**src/rtl/pll_srch_pkg.sv**
```systemverilog
package pll_srch_pkg;

  // Top-level control sequence of the search engine
  typedef enum logic [2:0] {
    ST_IDLE,
    ST_CHECK,
    ST_ISSUE,
    ST_WAIT,
    ST_FINISH
  } srch_state_t;

  // Which quantity the shared divider is currently producing
  typedef enum logic [1:0] {
    OP_NLO,   // lowest N bound
    OP_NHI,   // highest N bound
    OP_MUL,   // rounded feedback multiplier
    OP_ACH    // achieved output frequency
  } div_op_t;

endpackage

```
**src/rtl/pll_restoring_div.sv**
```systemverilog
module pll_restoring_div #(
  parameter int W = 34
) (
  input  logic         clk,
  input  logic         rst,
  input  logic         go,
  input  logic [W-1:0] num,
  input  logic [W-1:0] den,
  output logic [W-1:0] quo,
  output logic         valid
);
  localparam int CW = $clog2(W + 1);

  logic [W-1:0]  rem;
  logic [W-1:0]  dsr;
  logic [CW-1:0] cnt;
  logic          run;
  logic [W:0]    shl;
  logic [W-1:0]  diff;
  logic          fits;

  // One quotient bit per cycle; the remainder always stays below the divisor
  assign shl  = {rem, quo[W-1]};
  assign fits = (shl >= {1'b0, dsr});
  assign diff = W'(shl - {1'b0, dsr});

  always_ff @(posedge clk) begin
    if (rst) begin
      rem   <= '0;
      dsr   <= '0;
      quo   <= '0;
      cnt   <= '0;
      run   <= 1'b0;
      valid <= 1'b0;
    end else begin
      valid <= 1'b0;
      if (go) begin
        rem <= '0;
        dsr <= den;
        quo <= num;
        cnt <= CW'(W);
        run <= 1'b1;
      end else if (run) begin
        rem <= fits ? diff : shl[W-1:0];
        quo <= {quo[W-2:0], fits};
        cnt <= cnt - 1'b1;
        if (cnt == CW'(1)) begin
          run   <= 1'b0;
          valid <= 1'b1;
        end
      end
    end
  end
endmodule

```
**src/rtl/pll_div_select.sv**
```systemverilog
module pll_div_select #(
  parameter int          FREQ_W   = 24,
  parameter int unsigned STEP_KHZ = 80000
) (
  input  logic [FREQ_W-1:0] fout,
  output logic [1:0]        shift
);
  // Bands of ceil(fout/STEP): 1 -> /8, 2 -> /4, 3..4 -> /2, above -> /1
  localparam logic [FREQ_W-1:0] BAND1 = FREQ_W'(STEP_KHZ);
  localparam logic [FREQ_W-1:0] BAND2 = FREQ_W'(2 * STEP_KHZ);
  localparam logic [FREQ_W-1:0] BAND4 = FREQ_W'(4 * STEP_KHZ);

  always_comb begin
    if (fout <= BAND1)      shift = 2'd3;
    else if (fout <= BAND2) shift = 2'd2;
    else if (fout <= BAND4) shift = 2'd1;
    else                    shift = 2'd0;
  end
endmodule

```
**src/rtl/pll_best_tracker.sv**
```systemverilog
module pll_best_tracker #(
  parameter int FREQ_W = 24,
  parameter int M_W    = 10,
  parameter int N_W    = 5
) (
  input  logic              clk,
  input  logic              rst,
  input  logic              clr,
  input  logic              cand_vld,
  input  logic [M_W-1:0]    cand_m,
  input  logic [N_W-1:0]    cand_n,
  input  logic [FREQ_W-1:0] cand_ach,
  input  logic [FREQ_W-1:0] cand_err,
  output logic              best_vld,
  output logic [M_W-1:0]    best_m,
  output logic [N_W-1:0]    best_n,
  output logic [FREQ_W-1:0] best_ach
);
  logic [FREQ_W-1:0] best_err;
  logic              take;

  // Strictly smaller error only: earlier (lower) N keeps a tie
  assign take = cand_vld && (!best_vld || (cand_err < best_err));

  always_ff @(posedge clk) begin
    if (rst || clr) begin
      best_vld <= 1'b0;
      best_m   <= '0;
      best_n   <= '0;
      best_ach <= '0;
      best_err <= '0;
    end else if (take) begin
      best_vld <= 1'b1;
      best_m   <= cand_m;
      best_n   <= cand_n;
      best_ach <= cand_ach;
      best_err <= cand_err;
    end
  end
endmodule

```
**src/rtl/pll_mn_search.sv**
```systemverilog
module pll_mn_search
  import pll_srch_pkg::*;
#(
  parameter int          FREQ_W       = 24,
  parameter int          M_W          = 10,
  parameter int          NF_W         = 4,
  parameter int unsigned RATE_MIN_KHZ = 80000,
  parameter int unsigned RATE_MAX_KHZ = 2500000,
  parameter int unsigned FIN_MIN_KHZ  = 2000,
  parameter int unsigned FIN_MAX_KHZ  = 64000,
  parameter int unsigned PFD_MIN_KHZ  = 2000,
  parameter int unsigned PFD_MAX_KHZ  = 8000,
  parameter int unsigned M_MIN        = 64,
  parameter int unsigned M_MAX        = 625,
  parameter int unsigned FOUT_MIN_KHZ = 40000,
  parameter int unsigned FOUT_MAX_KHZ = 1250000,
  parameter int unsigned STEP_KHZ     = 80000
) (
  input  logic              clk,
  input  logic              rst,
  input  logic              start,
  input  logic [FREQ_W-1:0] rate_khz,
  input  logic [FREQ_W-1:0] fin_khz,
  output logic              busy,
  output logic              done,
  output logic              err,
  output logic [M_W-1:0]    m_code,
  output logic [NF_W-1:0]   n_code,
  output logic [3:0]        out_div,
  output logic [FREQ_W-1:0] fout_khz
);
  localparam int          N_W    = NF_W + 1;
  localparam int unsigned N_MIN  = 1;
  localparam int unsigned N_MAX  = 1 << NF_W;
  localparam int          PROD_W = (N_W + 4 > M_W) ? (N_W + 4) : M_W;
  localparam int          WIDE_W = FREQ_W + PROD_W;

  localparam logic [FREQ_W-1:0] RATE_LO = FREQ_W'(RATE_MIN_KHZ);
  localparam logic [FREQ_W-1:0] RATE_HI = FREQ_W'(RATE_MAX_KHZ);
  localparam logic [FREQ_W-1:0] FIN_LO  = FREQ_W'(FIN_MIN_KHZ);
  localparam logic [FREQ_W-1:0] FIN_HI  = FREQ_W'(FIN_MAX_KHZ);
  localparam logic [WIDE_W-1:0] M_LO    = WIDE_W'(M_MIN);
  localparam logic [WIDE_W-1:0] M_HI    = WIDE_W'(M_MAX);
  localparam logic [WIDE_W-1:0] FO_LO   = WIDE_W'(FOUT_MIN_KHZ);
  localparam logic [WIDE_W-1:0] FO_HI   = WIDE_W'(FOUT_MAX_KHZ);

  srch_state_t       state;
  div_op_t           op;
  logic [FREQ_W-1:0] rate_q, fin_q, fout_q, fout_tgt;
  logic [1:0]        sh_sel, div_sh_q;
  logic [N_W-1:0]    n_cur, n_lo, n_hi;
  logic [M_W-1:0]    m_cur;
  logic              req_bad;

  logic              dv_go, dv_valid;
  logic [WIDE_W-1:0] dv_num, dv_den, dv_quo;
  logic [WIDE_W-1:0] fout_w, fin_w, n_w, m_w;

  logic              m_fits, ach_fits, cand_vld;
  logic [FREQ_W-1:0] cand_ach, cand_err;
  logic              best_vld;
  logic [M_W-1:0]    best_m;
  logic [N_W-1:0]    best_n;
  logic [FREQ_W-1:0] best_ach;

  function automatic logic [N_W-1:0] clamp_n(input logic [WIDE_W-1:0] q);
    if (q < WIDE_W'(N_MIN))      return N_W'(N_MIN);
    else if (q > WIDE_W'(N_MAX)) return N_W'(N_MAX);
    else                         return q[N_W-1:0];
  endfunction

  assign busy     = (state != ST_IDLE);
  assign fout_tgt = rate_q >> 1;
  assign req_bad  = (rate_q < RATE_LO) || (rate_q > RATE_HI) ||
                    (fin_q < FIN_LO) || (fin_q > FIN_HI);

  pll_div_select #(
    .FREQ_W   (FREQ_W),
    .STEP_KHZ (STEP_KHZ)
  ) sel_i (
    .fout  (fout_tgt),
    .shift (sh_sel)
  );

  // Operand mux for the single shared divider
  assign fout_w = WIDE_W'(fout_q);
  assign fin_w  = WIDE_W'(fin_q);
  assign n_w    = WIDE_W'(n_cur);
  assign m_w    = WIDE_W'(m_cur);
  assign dv_go  = (state == ST_ISSUE);

  always_comb begin
    unique case (op)
      OP_NLO: begin
        dv_num = fin_w + WIDE_W'(PFD_MAX_KHZ - 1);
        dv_den = WIDE_W'(PFD_MAX_KHZ);
      end
      OP_NHI: begin
        dv_num = fin_w;
        dv_den = WIDE_W'(PFD_MIN_KHZ);
      end
      OP_MUL: begin
        dv_num = ((fout_w * n_w) << div_sh_q) + (fin_w >> 1);
        dv_den = fin_w;
      end
      default: begin
        dv_num = m_w * fin_w;
        dv_den = n_w << div_sh_q;
      end
    endcase
  end

  pll_restoring_div #(
    .W (WIDE_W)
  ) div_i (
    .clk   (clk),
    .rst   (rst),
    .go    (dv_go),
    .num   (dv_num),
    .den   (dv_den),
    .quo   (dv_quo),
    .valid (dv_valid)
  );

  // Candidate qualification
  assign m_fits   = (dv_quo >= M_LO) && (dv_quo <= M_HI);
  assign ach_fits = (dv_quo >= FO_LO) && (dv_quo <= FO_HI);
  assign cand_ach = FREQ_W'(dv_quo);
  assign cand_err = (fout_q > cand_ach) ? (fout_q - cand_ach) : (cand_ach - fout_q);
  assign cand_vld = (state == ST_WAIT) && dv_valid && (op == OP_ACH) && ach_fits;

  pll_best_tracker #(
    .FREQ_W (FREQ_W),
    .M_W    (M_W),
    .N_W    (N_W)
  ) best_i (
    .clk      (clk),
    .rst      (rst),
    .clr      (state == ST_CHECK),
    .cand_vld (cand_vld),
    .cand_m   (m_cur),
    .cand_n   (n_cur),
    .cand_ach (cand_ach),
    .cand_err (cand_err),
    .best_vld (best_vld),
    .best_m   (best_m),
    .best_n   (best_n),
    .best_ach (best_ach)
  );

  always_ff @(posedge clk) begin
    if (rst) begin
      state    <= ST_IDLE;
      op       <= OP_NLO;
      rate_q   <= '0;
      fin_q    <= '0;
      fout_q   <= '0;
      div_sh_q <= '0;
      n_cur    <= '0;
      n_lo     <= '0;
      n_hi     <= '0;
      m_cur    <= '0;
      done     <= 1'b0;
      err      <= 1'b0;
      m_code   <= '0;
      n_code   <= '0;
      out_div  <= '0;
      fout_khz <= '0;
    end else begin
      done <= 1'b0;
      unique case (state)
        ST_IDLE: begin
          if (start) begin
            rate_q <= rate_khz;
            fin_q  <= fin_khz;
            state  <= ST_CHECK;
          end
        end
        ST_CHECK: begin
          if (req_bad) begin
            done     <= 1'b1;
            err      <= 1'b1;
            m_code   <= '0;
            n_code   <= '0;
            out_div  <= '0;
            fout_khz <= '0;
            state    <= ST_IDLE;
          end else begin
            fout_q   <= fout_tgt;
            div_sh_q <= sh_sel;
            op       <= OP_NLO;
            state    <= ST_ISSUE;
          end
        end
        ST_ISSUE: state <= ST_WAIT;
        ST_WAIT: begin
          if (dv_valid) begin
            unique case (op)
              OP_NLO: begin
                n_lo  <= clamp_n(dv_quo);
                op    <= OP_NHI;
                state <= ST_ISSUE;
              end
              OP_NHI: begin
                n_hi  <= clamp_n(dv_quo);
                n_cur <= n_lo;
                if (n_lo > clamp_n(dv_quo)) begin
                  state <= ST_FINISH;
                end else begin
                  op    <= OP_MUL;
                  state <= ST_ISSUE;
                end
              end
              OP_MUL: begin
                m_cur <= M_W'(dv_quo);
                if (m_fits) begin
                  op    <= OP_ACH;
                  state <= ST_ISSUE;
                end else if (n_cur == n_hi) begin
                  state <= ST_FINISH;
                end else begin
                  n_cur <= n_cur + 1'b1;
                  op    <= OP_MUL;
                  state <= ST_ISSUE;
                end
              end
              default: begin
                if (n_cur == n_hi) begin
                  state <= ST_FINISH;
                end else begin
                  n_cur <= n_cur + 1'b1;
                  op    <= OP_MUL;
                  state <= ST_ISSUE;
                end
              end
            endcase
          end
        end
        ST_FINISH: begin
          done  <= 1'b1;
          state <= ST_IDLE;
          if (best_vld) begin
            err      <= 1'b0;
            m_code   <= best_m - M_W'(2);
            n_code   <= NF_W'(best_n - N_W'(1));
            out_div  <= 4'b0001 << div_sh_q;
            fout_khz <= best_ach;
          end else begin
            err      <= 1'b1;
            m_code   <= '0;
            n_code   <= '0;
            out_div  <= '0;
            fout_khz <= '0;
          end
        end
        default: state <= ST_IDLE;
      endcase
    end
  end
endmodule

```
**config.mk**
```make
export PLATFORM = sky130hd
export DESIGN_NAME = pll_mn_search
export DESIGN_NICKNAME = d
export VERILOG_FILES = /design/src/rtl/pll_srch_pkg.sv /design/src/rtl/pll_restoring_div.sv /design/src/rtl/pll_div_select.sv /design/src/rtl/pll_best_tracker.sv /design/src/rtl/pll_mn_search.sv
export SDC_FILE = /design/constraint.sdc
export NUM_CORES = 2
export LEC_CHECK = 0
export ABC_AREA = 1
export BUFFER_PORTS_ARGS = -buffer_cell sky130_fd_sc_hd__buf_2
export CAP_MARGIN = 20
export CORE_MARGIN = 2
export CORE_UTILIZATION = 55
export DETAILED_ROUTE_END_ITERATION = 6
export PLACE_DENSITY = 0.83
export SYNTH_ARGS = -nofsm -noshare
export SYNTH_HDL_FRONTEND = slang
export SYNTH_SLANG_ARGS = --single-unit
```
**constraint.sdc**
```tcl
create_clock -name clk -period 13.21 [get_ports clk]
set_input_delay 1.9815 -clock clk [delete_from_list [all_inputs] [get_ports clk]]
set_output_delay 1.9815 -clock clk [all_outputs]
set_load 0.05 [all_outputs]
```
# Yosys cells after proc, flatten, opt, wreduce, memory -nomap -nowiden
# Cells that the tools add are included.
word_totals:
  regBits: 320
  latch_bits: 0
  ram_bits: 0
  mem_bits_ro: 0
  input_bits: 51
  out_inout_bits: 45
  word_cells: 161
  memories: 0
op_classes:
  n_addsub: 9
  n_mul: 2
  div: 0
  order_cmp: 17
  n_eq_ne: 15
  shifts: 3
  n_mux: 55
  bitwise_logic: 3
  reduce_logical: 29
op_table:
  columns: ["op", "n"]
  rows:
  - ["$pmux W34 S3", 2]
  - ["$mux W34", 3]
  - ["$mux W24", 3]
  - ["$pmux W24 S2", 1]
  - ["$mux W5", 8]
  - ["$ge A35 B34 Y1", 1]
  - ["$add A34 B23 Y34", 1]
  - ["$ge A34 B16 Y1 const B", 1]
  - ["$ge A34 B7 Y1 const B", 1]
  - ["$gt A34 B5 Y1 const B", 1]
  - ["$le A34 B10 Y1 const B", 1]
  - ["$le A34 B21 Y1 const B", 1]
  - ["$lt A34 B1 Y1 const B", 1]
  - ["$mul A10 B24 Y34", 1]
  - ["$shl A28 B2 Y34", 1]
  - ["$shl A5 B2 Y34", 1]
  - ["$sub A34 B34 Y34", 1]
  - ["$mul A23 B5 Y28", 1]
  - ["$add A24 B13 Y25 const B", 1]
  - ["$gt A23 B24 Y1", 1]
  - ["$gt A24 B16 Y1 const B", 1]
  - ["$gt A24 B22 Y1 const B", 1]
  - ["$lt A24 B11 Y1 const B", 1]
  - ["$lt A24 B17 Y1 const B", 1]
  - ["49 further kinds", 97]

# Logic depth before layout (Yosys ltp)
logic_depth:
  word_depth: 12
  depth_mapped: 39
  depth_no_buf: 37

# Cells and area by module
# From an unflattened synthesis, not the netlist that was laid out.
unflattened:
  cells_unflattened: 5355
  hier_area_um2: 35029.8
modules_own_cells:
  columns: ["mod", "instances", "cells_per_inst", "area_each_um2", "seq_area_each_um2"]
  rows:
  - ["pll_mn_search", 1, 3617, 23861.6, 2942.8]
  - ["pll_restoring_div", 1, 1129, 7195.7, 2202.1]
  - ["pll_best_tracker", 1, 529, 3621.0, 1281.2]
  - ["pll_div_select", 1, 80, 351.6, 0.0]

# Worst setup path after synthesis
# No wires, ideal clock.
synth_path:
  kind: "register to register"
  start: "register n_cur[2]"
  end: "register div_i.quo[29]"
  setup_time_ns: 0.132
  t_arrival_ns: 5.638
  required_ns: 13.078
  setup_slack_ns: 7.440
  stages_incl_launch_ff: 38
  path_buffers: 2
  synth_period_minus_slack_ns: 5.770
  path_cell_list: "dfxtp_1 -> clkbuf_1 -> buf_1 -> nand2_1 -> inv_1 -> fa_1 -> fa_1 -> inv_1 -> fa_1 -> inv_1 -> ha_1 -> nand2_2 -> inv_1 -> nand2_1 -> nand2_1 -> inv_1 -> nand2_1 -> a31oi_1 -> [... 2 more ...] -> nand2_1 -> o21ai_0 -> mux2i_1 -> ha_1 -> inv_1 -> nor3_1 -> and2_1 -> nand3_1 -> nand3_1 -> nand3_1 -> nand2_1 -> nand3_2 -> nor2_2 -> nand3_1 -> nand3_1 -> nand2_1 -> nand2_1 -> a21oi_2"
synth_via:
  elab_chain_len: 5
synth_rtl:
  columns: ["element", "line", "source"]
  rows:
  - ["from (decl)", "pll_mn_search.sv:51", "logic [N_W-1:0] n_cur, n_lo, n_hi;"]
  - ["from (signal assigned)", "pll_mn_search.sv:206", "n_cur <= n_lo;"]
  - ["from (signal assigned)", "pll_mn_search.sv:222", "n_cur <= n_cur + 1'b1;"]
  - ["from (signal assigned)", "pll_mn_search.sv:231", "n_cur <= n_cur + 1'b1;"]
  - ["$mul A23 B5 Y28", "pll_mn_search.sv:103", "dv_num = ((fout_w * n_w) << div_sh_q) + (fin_w >> 1);"]
  - ["$shl A28 B2 Y34", "pll_mn_search.sv:103", null]
  - ["$add A34 B23 Y34", "pll_mn_search.sv:103", null]
  - ["$pmux W34 S3", "pll_mn_search.sv:93", "unique case (op)"]
  - ["$mux W34", "pll_restoring_div.sv:37", "if (go) begin"]
  - ["to (signal assigned)", "pll_restoring_div.sv:40", "quo <= num;"]
  - ["to (signal assigned)", "pll_restoring_div.sv:45", "quo <= {quo[W-2:0], fits};"]
  - ["to (decl)", "pll_restoring_div.sv:9", "output logic [W-1:0] quo,"]
# Every way passes these cells.
# A chain may end at the register's enable or synchronous reset.

# Worst setup path after layout
layout_path:
  start: "register n_cur[2]"
  end: "register div_i.quo[19]"
# The elaborated chain is that of the path after synthesis.

==> flow_summary.json <==
{
  "power_leakage_nw": 17.80,
  "cp.arrival_ns": 7.42,
  "rsz0062_at_grt": "no",
  "cts_buffers": 39,
  "max_cap_viol_count": 0,
  "rows": 88,
  "drt_iter0_drc": 3268,
  "power_density_nw_per_um2": 93.92,
  "firstDrtPassIters": 7,
  "crit_slowest_cell": "nor4_1",
  "fin_nets": 5194,
  "die_w_um": 244.8,
  "vias": 32129,
  "pwr-share-comb": 0.339,
  "post_cts_buffers": 0,
  "drcViolationCount": 0,
  "ys_async_sr_fraction": 0,
  "nFillCells": 5423,
  "status": "complete, no violations",
  "setup_viol": 0,
  "p_seq_frac": 0.317,
  "crit_required_ns": 13.65,
  "synthCells": 4688,
  "grt_pass1_vias": 31648,
  "synth-main-ff-cell": "dfxtp_1",
  "area.growth.synth_to_final_pct": 7.274,
  "portBuffers": 95,
  "synth_top_area_frac": 0.1946,
  "gr-usage-all-layers": 0.3617,
  "root_buffer": "clkbuf_16",
  "wl_per_cell_um": 19.96,
  "ant_nets": 0,
  "hp-class": "register to register",
  "finalClockSkew_ns": 0.02499,
  "diodes": 0,
  "synth-seq-cells": 310,
  "antenna_found_initial": 1,
  "cts_num_sinks": 310,
  "ir_drop_v": 0.0001309,
  "slowest_delay_ns": 0.59,
  "drv_slew": 0,
  "fin_setup_tns_ns": 0,
  "tightest_slew_ns": 1.164,
  "synth_edf_count": 0,
  "clk_latency_ns": 0.60,
  "yosysWarnings": 0,
  "ys_types": 65,
  "syn_nets": 5216,
  "crit_top_cell": "nand2_1",
  "cp-end-kind": "register",
  "drive_above_1_share": 0.06412,
  "yosysSeqAreaShare": 0.1946,
  "period_needed_ns": 6.983,
  "cp_top_family": "adder cells",
  "globalRoute.totalOverflow": 0,
  "initial_utilization": 0.5549,
  "yosysTopAreaCell": "dfxtp_1",
  "dieArea_um2": 59920,
  "viasPerCell": 5.886,
  "ctsResizeCount": 0,
  "synth_area_um2": 31890,
  "path_class": "register to register",
  "switching_share": 0.3919,
  "clk_pin_slew_worst_paths_ns": 0.06,
  "pre_cts_ws_ns": 6.451,
  "avgSynthCellArea_um2": 6.803,
  "yosysMostFrequentCell": "nand2_1",
  "cts_tree": "yes",
  "grt_max_degree": 80,
  "worst-path-buf-inv": 7,
  "hold_violations": 0,
  "internal_power_mw": 1.954,
  "p_switching_mw": 1.259,
  "setup.worst_path.start_class": "register",
  "die_h_um": 244.8,
  "crit_fanout": 31,
  "dp_hpwl_um": 83000,
  "yosys-top-cells-count": "nand2_1, inv_1, a21oi_1",
  "core_um2": 57480,
  "wirelength_um": 109000,
  "cts_max_level": 2,
  "relSlewSlack": 0.2227,
  "synth_area_leaders": "dfxtp_1, fa_1, nand2_1, inv_1, ha_1",
  "fmaxAchievable_ghz": 0.1432,
  "holdBufCountCts": 0,
  "clkPwrFrac": 0.344,
  "place_congestion": 1.073,
  "setup_ws_ns": 6.227,
  "cts_buffer_depth": 3,
  "grt_pass1_wl_um": 170500,
  "period_share": 0.5286,
  "boundaryPins": 96
}
[layer usage]
| metal | vias to the layer above | part of all wire | global-route usage |
|---|---|---|---|
| li1 | 15029 | - | - |
| met3 | 443 | 0.085 | 0.06057 |
| met4 | 0 | 0.069 | 0.2209 |
| met2 | 1611 | 0.46 | 0.6042 |
| met1 | 15046 | 0.38 | 0.4363 |
| met5 | - | 0 | 0 |
[kinds of logic after synthesis]
group           synth area share
compound gates            0.1893
xor+xnor                 0.02774
fa+ha+maj                 0.2439
buf+inv                   0.1228
flops                     0.1946
mux                     0.004708
simple gates              0.2170
[registers in the layout (all words and copies together) (netlist names), 2 cells and up]
name	cells
out_div	4
div_i.rem	34
div_sh_q	2
rate_q	24
state	3
m_code	10
fout_q	23
n_hi	5
best_i.best_ach	24
n_lo	5
best_i.best_m	10
op	2
div_i.cnt	6
best_i.best_err	24
n_cur	5
div_i.dsr	24
fout_khz	24
div_i.quo	34
n_code	4
m_cur	10
best_i.best_n	4
fin_q	24
[worst reg2reg max path, delay by kind of cell, from the launching register on]
family	cells	cell delay, ns
adders and majority gates	5	2.37
DFF	1	0.31
AOI/OAI and AO/OA	9	1.68
and+or+nand+nor	10	1.56
buffers and inverters	7	0.71
xor gates and xnor gates	1	0.24
[through the flow]
stage	std cells	cell area (µm²)	power [mW]	hold WS [ns]	util
finish	5459	34210	3.213	0.4611	0.5952
global route	5459	34210	3.384	0.4755	0.5952
CTS	5456	34160	3.191	0.4621	0.5943
detailed placement	5387	32840	2.088	0.4461	0.5714
global placement	5387	32840	2.073	0.4443	0.5714
floorplan	4688	31890	1.798	0.4332	-
[cells in the final DEF, fill, tap and decap left out, types with 14 or more instances in the layout]
cell type / netlist / routed
or2_2: 14 / 14
nor2_1: 249 / 247
nand3_1: 193 / 192
nor3_1: 37 / 37
a21oi_1: 517 / 517
xor2_1: 69 / 69
o21ai_1: 23 / 23
nand2_1: 1014 / 1014
buf_4: 1 / 43
ha_1: 236 / 236
inv_1: 805 / 804
o22ai_1: 23 / 23
inv_2: 14 / 14
dfxtp_1: 310 / 310
nor4_1: 23 / 23
mux2i_1: 15 / 15
buf_2: 21 / 95
o211ai_1: 28 / 28
fa_1: 241 / 241
clkbuf_16: 0 / 39
nand2_2: 18 / 18
o21ai_0: 406 / 406
nand4_1: 45 / 45
a31oi_1: 25 / 25
o21a_1: 14 / 14
xnor2_1: 32 / 32
[path summary, 6_finish.rpt]
path / startpoint / to / slack, ns / cells past startpoint
max: n_cur[2] / div_i.quo[19] / 6.23 / 32
min: best_i.best_err[17] / best_i.best_err[17] / 0.46 / 2
max reg2reg: n_cur[2] / div_i.quo[19] / 6.23 / 32
min reg2reg: best_i.best_err[17] / best_i.best_err[17] / 0.46 / 2
[cell type report]
| type | count | area (µm²) | area share |
|---|---|---|---|
| clock buffers | 50 | 1077 | 0.03149 |
| repair buffers | 141 | 852.1 | 0.02491 |
| inverters | 824 | 3097 | 0.09052 |
| well taps | 765 | 957.2 | 0.02798 |
| clock inverters | 19 | 235.2 | 0.006876 |
| flip-flops and latches | 310 | 6206 | 0.1814 |
| multi-input cells | 3350 | 21790 | 0.6368 |
[power groups by stage]
stage               combinational [mW]  clock (mW)  sequential [mW]
floorplan                        0.796           0             1.00
global placement                  1.04           0             1.03
detailed placement                1.05           0             1.03
CTS                               1.06        1.11             1.01
global route                      1.22        1.15             1.02
finish                            1.09        1.11             1.02
Note: power is estimated with default switching activity, not from simulation.
